**config.mk**
```make
export PLATFORM = sky130hd
export DESIGN_NAME = bus_cycle_ctrl
export DESIGN_NICKNAME = d
export VERILOG_FILES = /design/src/rtl/bus_cycle_ctrl.sv
export SDC_FILE = /design/constraint.sdc
export NUM_CORES = 1
export LEC_CHECK = 0
export ABC_CLOCK_PERIOD_IN_PS = 3400
export BUFFER_PORTS_ARGS = -buffer_cell sky130_fd_sc_hd__buf_4
export CAP_MARGIN = 25
export CORE_AREA = 3 3 127 129
export DETAILED_ROUTE_END_ITERATION = 8
export DIE_AREA = 0 0 130 132
export PLACE_DENSITY = 0.83
export SLEW_MARGIN = 10
export SYNTH_ARGS = -nofsm -noshare
export SYNTH_HDL_FRONTEND = slang
export SYNTH_SLANG_ARGS = --single-unit
```
**constraint.sdc**
```tcl
create_clock -name clk -period 3.4 [get_ports clk]
set_input_delay 0.51 -clock clk [delete_from_list [all_inputs] [get_ports clk]]
set_output_delay 0.51 -clock clk [all_outputs]
set_load 0.02 [all_outputs]
```
**src/rtl/bus_cycle_ctrl.sv**
```systemverilog
module bus_cycle_ctrl #(
  parameter int AW = 29,
  parameter int DW = 64
) (
  input  logic          clk,
  input  logic          rst_n,
  input  logic          req_valid,
  input  logic [AW-1:0] req_addr,
  input  logic          req_write,
  input  logic [DW-1:0] req_wdata,
  input  logic          lock_in,
  input  logic          bus_ready,
  input  logic          hold_req,
  input  logic          backoff,
  input  logic [DW-1:0] bus_rdata,
  output logic          ads,
  output logic          bus_oe,
  output logic [AW-1:0] bus_addr,
  output logic          bus_write,
  output logic [DW-1:0] bus_wdata,
  output logic          hold_ack,
  output logic          bus_req,
  output logic          done,
  output logic [DW-1:0] rdata
);

  typedef enum logic [2:0] {S_IDLE, S_ADDR, S_DATA, S_HELD, S_REL, S_BOFF} st_t;

  st_t  state, nxt;
  logic pend;

  wire in_cycle = (state == S_ADDR) || (state == S_DATA);
  wire finish   = (state == S_DATA) && bus_ready && !backoff;
  wire grant_ok = hold_req && !lock_in;

  always_comb begin
    nxt = state;
    case (state)
      S_IDLE: if (backoff) nxt = S_BOFF;
              else if (grant_ok) nxt = S_HELD;
              else if (req_valid && !done) nxt = S_ADDR;
      S_ADDR: nxt = backoff ? S_BOFF : S_DATA;
      S_DATA: if (backoff) nxt = S_BOFF;
              else if (bus_ready) nxt = grant_ok ? S_HELD : S_IDLE;
      S_HELD: if (!hold_req) nxt = S_REL;
      S_REL:  nxt = S_IDLE;
      S_BOFF: if (!backoff) nxt = pend ? S_ADDR : S_IDLE;
      default: nxt = S_IDLE;
    endcase
  end

  always_ff @(posedge clk or negedge rst_n) begin
    if (!rst_n) begin
      state <= S_IDLE;
      pend  <= 1'b0;
      done  <= 1'b0;
    end else begin
      state <= nxt;
      done  <= finish;
      if (in_cycle && backoff) pend <= 1'b1;
      else if (state == S_BOFF && !backoff) pend <= 1'b0;
    end
  end

  always_ff @(posedge clk or negedge rst_n) begin
    if (!rst_n) begin
      bus_addr  <= '0;
      bus_write <= 1'b0;
      bus_wdata <= '0;
      rdata     <= '0;
    end else begin
      if (state == S_IDLE && nxt == S_ADDR) begin
        bus_addr  <= req_addr;
        bus_write <= req_write;
        bus_wdata <= req_wdata;
      end
      if (finish) rdata <= bus_rdata;
    end
  end

  assign ads      = (state == S_ADDR);
  assign bus_oe   = (state == S_IDLE) || in_cycle;
  assign hold_ack = (state == S_HELD);
  assign bus_req  = !bus_oe && (pend || req_valid);

  a_r2_strobe_single: assert property (@(posedge clk) disable iff (!rst_n)
    ads |=> !ads);
  a_r3_done_pulse: assert property (@(posedge clk) disable iff (!rst_n)
    done |=> !done);
  a_r4_hold_waits: assert property (@(posedge clk) disable iff (!rst_n)
    (state == S_DATA && hold_req && !bus_ready && !backoff) |=> bus_oe && !hold_ack);
  a_r5_ack_floats: assert property (@(posedge clk) disable iff (!rst_n)
    hold_ack |-> (!bus_oe && !ads));
  a_r6_release: assert property (@(posedge clk) disable iff (!rst_n)
    (hold_ack && !hold_req) |=> (!hold_ack && !bus_oe));
  a_r7_abort: assert property (@(posedge clk) disable iff (!rst_n)
    (in_cycle && backoff) |=> (!bus_oe && !done));
  a_r8_restart: assert property (@(posedge clk) disable iff (!rst_n)
    (state == S_BOFF && pend && !backoff) |=> (ads && $stable(bus_addr) && $stable(bus_wdata)));
  a_r9_lock_blocks: assert property (@(posedge clk) disable iff (!rst_n)
    (!hold_ack && lock_in) |=> !hold_ack);

endmodule

```
* Word level (Yosys, flattened, before mapping) *
Index checks and enable logic that the tools add are counted.

word-level totals
  register bits = 163
  bits in latches = 0
  memory bits (writable) = 0
  memory bits (read-only) = 0
  logic and storage cells = 42
  memories = 0

cells by class
  add/subtract/negate cells = 0
  $mul = 0
  div/mod/pow operators = 0
  magnitude comparators = 0
  eq/ne operators = 5
  shift-type cells = 0
  muxes and demuxes = 13
  bitwise logic cells = 0
  reduce and logical (&&, ||, !) cells = 17

operator list
  cell                                                 count
  2-to-1 mux 3 bit                                     8
  one-hot mux 3 bit (5 select lines)                   1
  logical AND 1 bit                                    8
  equality test 3 x 1 -> 1 bit, second input constant  2
  equality test 3 x 2 -> 1 bit, second input constant  2
  logical NOT 1 bit                                    4
  equality test 3 bit, second input constant           1
  logical NOT 3 bit                                    1
  logical OR 1 bit                                     3
  2-to-1 mux 1 bit                                     3
  2-to-1 mux 2 bit                                     1
  nonzero test 2 bit                                   1

* Depth between registers and ports, before layout *
  depth after elaboration = 8
  mapped depth = 7
  mapped depth without buffers = 4

* Least setup slack after synthesis *
No wires, ideal clock.

  path type = input to register
  start point = in lock_in
  end point = reg bus_wdata[10]
  library setup time = 125 ps
  arrival = 1674 ps
  required time = 3275 ps
  slack = 1601 ps
  stages = 6
  path buffers = 2
  path through = nand2b_1 > a21oi_1 > and4bb_4 > buf_12 > buf_12 > mux2_4

between the ends
  word-level cells in the longest chain between the ends = 8
  elaborated cells between the ends (all ways) = 10

RTL lines
  element                                 RTL line  RTL
  start, declared                         11        input logic lock_in,
  logical NOT 1 bit (*)                   34        wire grant_ok = hold_req && !lock_in;
  logical AND 1 bit (*)                   34
  2-to-1 mux 2 bit                        44        else if (bus_ready) nxt = grant_ok ? S_HELD : S_IDLE;
  2-to-1 mux 3 bit                        44
  2-to-1 mux 3 bit                        43        S_DATA: if (backoff) nxt = S_BOFF;
  one-hot mux 3 bit (5 select lines) (*)  38        case (state)
  equality test 3 x 1 -> 1 bit (*)        72        if (state == S_IDLE && nxt == S_ADDR) begin
  logical AND 1 bit (*)                   72
  end signal, assigned                    75        bus_wdata <= req_wdata;
  end, declared                           20        output logic [DW-1:0] bus_wdata,

Mark *: on every way between the ends. The rest lies on a longest branch, timed or not.
A chain may end at the register's enable or synchronous reset.

* Final worst setup path *
  start point = reg state[1]
  end point = reg rdata[24]

between the ends
  word-level cells in the longest chain between the ends = 3

RTL lines
  element                          RTL line  RTL
  start, declared                  29        st_t state, nxt;
  start signal, assigned           58        state <= nxt;
  equality test 3 x 2 -> 1 bit     33        wire finish = (state == S_DATA) && bus_ready && !backoff;
  logical AND 1 bit (2 in series)  33
  end signal, assigned             77        if (finish) rdata <= bus_rdata;
  end, declared                    24        output logic [DW-1:0] rdata

Every way passes these cells.

==> key figures <==
Logic synthesis
  • Avg Cell Area, Syn: around 17 sq um
  • Register area share after synthesis: 62.6%
  • Simple-gate area share of the yosys netlist: 1.25%
  • Largest family of logic cells by synthesized area: multiplexers
  • Syn Inst Count: 376
  • Synth unique cells: 23
  • Yosys top cell area share: 62.6%
  • Synth Area in XOR/XNOR: 0.134%
  • Post-Synth Adder-Cell Area: 0%
  • Yosys reg bits: about 160
  • Mux share of post-synthesis cell area: 30.7%
  • Compound-cell area share of the yosys netlist: roughly 1.3%
  • Syn. warnings: 0
  • Post-Syn Area: 6520 sq um
  • Top cells by area, synth: dfrtp_1, mux2_2, mux2_4, buf_12, buf_6
  • Synth area leader: dfrtp_1
  • Syn Nets: approximately 540

Clock network
  • # H-tree levels: 4
  • CTS resizes: 0
  • # hold bufs at CTS: 0
  • Worst-skew pair later-pin latency: 0.41 ns
  • Root Buffer: clkbuf_16
  • Postcts setup bufs: 0
  • CTS max path bufs: 2
  • CTS Buf Count: 17
  • CTS sink cnt: 163
  • Reg clk slew, reported paths: approximately 0.07 ns
  • CTS tree: yes

Pwr
  • PnR Total Power: ~0.0096 W
  • Peak supply drop: 0.548 mV
  • Internal power: 0.00619 W
  • Psw: 0.00342 W
  • Switching share of power: between 30% and 40%
  • Comb power frac: between 40% and 50%
  • Clock Power Share: 19.5%
  • Pwr per Cell Area: 995 nW/um^2
  • Leakage power: 4.90 nW
  • Reg power frac: 35.4%

Routing
  • DRT antenna net count: 0
  • Routed vias: 4431
  • DR iter-0 viols: 132
  • 1st-pass router iterations: 4
  • Final WL: between 15 and 20 mm
  • Routed len/inst: 18.1 um
  • Post-detailed-route DRC marker count: 0
  • Drt via density: roughly 4.9

Die
  • Height of the chip: ~130 um
  • Die area: between 15000 and 20000 sq um
  • Row cnt: 45
  • Io pins: 328
  • Die W: 130 um
  • Initial core utilization: a little over two fifths
  • Placeable Area: 15100 sq um

Run status
  • Failing checks: hold timing
  • Outcome: complete, but fails checks

Place
  • Global placer's final weighted congestion: 0.816
  • Hpwl dp: around 13 mm
  • I/O Buffers: around 330

Timing
  • RSZ-0062 raised after global routing: false
  • Final Cycle Share: 70.1%
  • Setup TNS: 0 ns
  • Final Hold Vio Count: 1
  • Fmax achieved: 420 MHz
  • Min Tclk post-route: about 2.4 ns
  • Hold WS: -0.00114 ns
  • Setup violations, final: 0
  • Slew Viols, Final: 0
  • Clock skew: ~0.0098 ns
  • Actual slew at the worst max-slew pin: a little under 0.8 ns
  • Max transition margin: 47.2%

Finish
  • Ratio of cells with drive above 1 in the final layout: 73.2%
  • Most used cells in the layout excluding fill and tap cells: buf_4, dfrtp_1, mux2_2
  • Antenna fix cells: 0
  • Commonest non-fill, non-tap cell in the layout: buf_4
  • Final net count: 876
  • Fillers: 1097
  • P&R area growth vs syn: 48.1%

Global routing
  • Global-route wire length before repair: about 25 mm
  • Initial antenna violation count: 0
  • Largest net degree at the start of global routing: 84
  • Grt total ovfl: 0
  • Vias in the first global route: 4754
  • All-Layer GR Usage: 19.1%

Flow run
  • Max Cap Viol: 0

Worst setup path
  • Setup crit end kind: flip-flop
  • Worst-path maximum fanout: 32
  • Critical path buffers and inverters: 2
  • Worst Path Arrival: 2.67 ns
  • CP max-delay cell: nand3_2
  • Max stage delay on crit path: about 0.65 ns
  • CP required: 3.69 ns
  • CP Class: flip-flop to flip-flop
  • Type of origin of the critical path: flip-flop
  • CP cell instances: inv_2 > nor2_1 > nand3_2 > buf_4 > mux2_2
  • R2R Setup Slk: 1.02 ns
  • CP delay by family, top: simple AND/OR/NAND/NOR gates

Hold path
  • Hold Path Class: input port to async pin
-- registers in the layout, indices dropped and copies added (netlist names) --
name and count:
bus_wdata 64, state 3, bus_addr 29, done 1, pend 1, rdata 64
bus_write 1
-- cells by family after synthesis --
family	after synthesis
flops	163
xor+xnor	1
buf+inv	24
simple gates	16
compound gates	14
mux	158
-- synthesized netlist by cell type --
| library cell | n |
|---|---|
| a21oi_1 | 6 |
| o221ai_1 | 1 |
| nand3_1 | 1 |
| buf_2 | 4 |
| inv_1 | 3 |
| o22ai_1 | 1 |
| mux2_4 | 60 |
| nand2b_1 | 2 |
| buf_12 | 7 |
| buf_6 | 5 |
| nand2_1 | 4 |
| mux2_2 | 98 |
| a22oi_1 | 1 |
| nor2_1 | 7 |
| and2_1 | 1 |
| inv_2 | 1 |
| buf_4 | 4 |
| dfrtp_1 | 163 |
| o21ai_2 | 1 |
| o21ai_0 | 3 |
| o22a_1 | 1 |
| xor2_1 | 1 |
| and4bb_4 | 1 |
-- power groups by stage --
| stage | sequential, W | combinational [W] | clock [W] |
|---|---|---|---|
| after floorplan | 0.00440 | 0.00144 | 0 |
| after global placement | 0.00336 | 0.00426 | 0 |
| after detailed placement | 0.00343 | 0.00437 | 0 |
| after CTS | 0.00341 | 0.00438 | 0.00192 |
| after global routing | 0.00352 | 0.00456 | 0.00199 |
| final | 0.00340 | 0.00433 | 0.00188 |
-- path summary, 6_finish.rpt --
check	end	from	depth (start not counted)
max reg2reg	rdata[24]	state[1]	5
min reg2reg	rdata[6]	rdata[6]	1
min in group clk	bus_wdata[14]	req_wdata[14]	2
max in group asynchronous	bus_wdata[18]	rst_n	2
max	rdata[24]	state[1]	5
min	bus_wdata[10]	rst_n	1
-- layer usage --
metal	part of all wire [%]	GRT usage [%]
met1	36	20.9
met3	8.4	6.81
met2	54	34.4
met5	0	0
met4	1.5	5.66
-- layout make-up --
type / instances / area [sq um] / share of cell area, %
Clock buffer: 17 / 425 / 4.40
Timing Repair Buffer: 336 / 2560 / 26.5
Sequential cell: 163 / 4080 / 42.2
Multi-Input combinational cell: 189 / 2180 / 22.6
Inverter: 4 / 15.0 / 0.155
Tap cell: 188 / 235 / 2.44
Clock inverter: 15 / 156 / 1.62
-- stage by stage --
step | cell area, sq um | util, % | worst slack, ns | cells
global placement | 9080 | 59.9 | 0.995 | 880
floorplan | 6520 | - | 1.60 | 376
global route | 9660 | 63.8 | 0.842 | 912
CTS | 9660 | 63.8 | 0.991 | 912
detailed placement | 9080 | 59.9 | 0.899 | 880
finish | 9660 | 63.8 | 1.02 | 912
-- worst reg2reg max path, stage by stage, from the launching register on --
cell,delay (ns)
dfrtp_1,0.48
inv_2,0.09
nor2_1,0.20
nand3_2,0.65
buf_4,0.52
mux2_2,0.32
No activity file was read; power rests on OpenSTA's default activity.
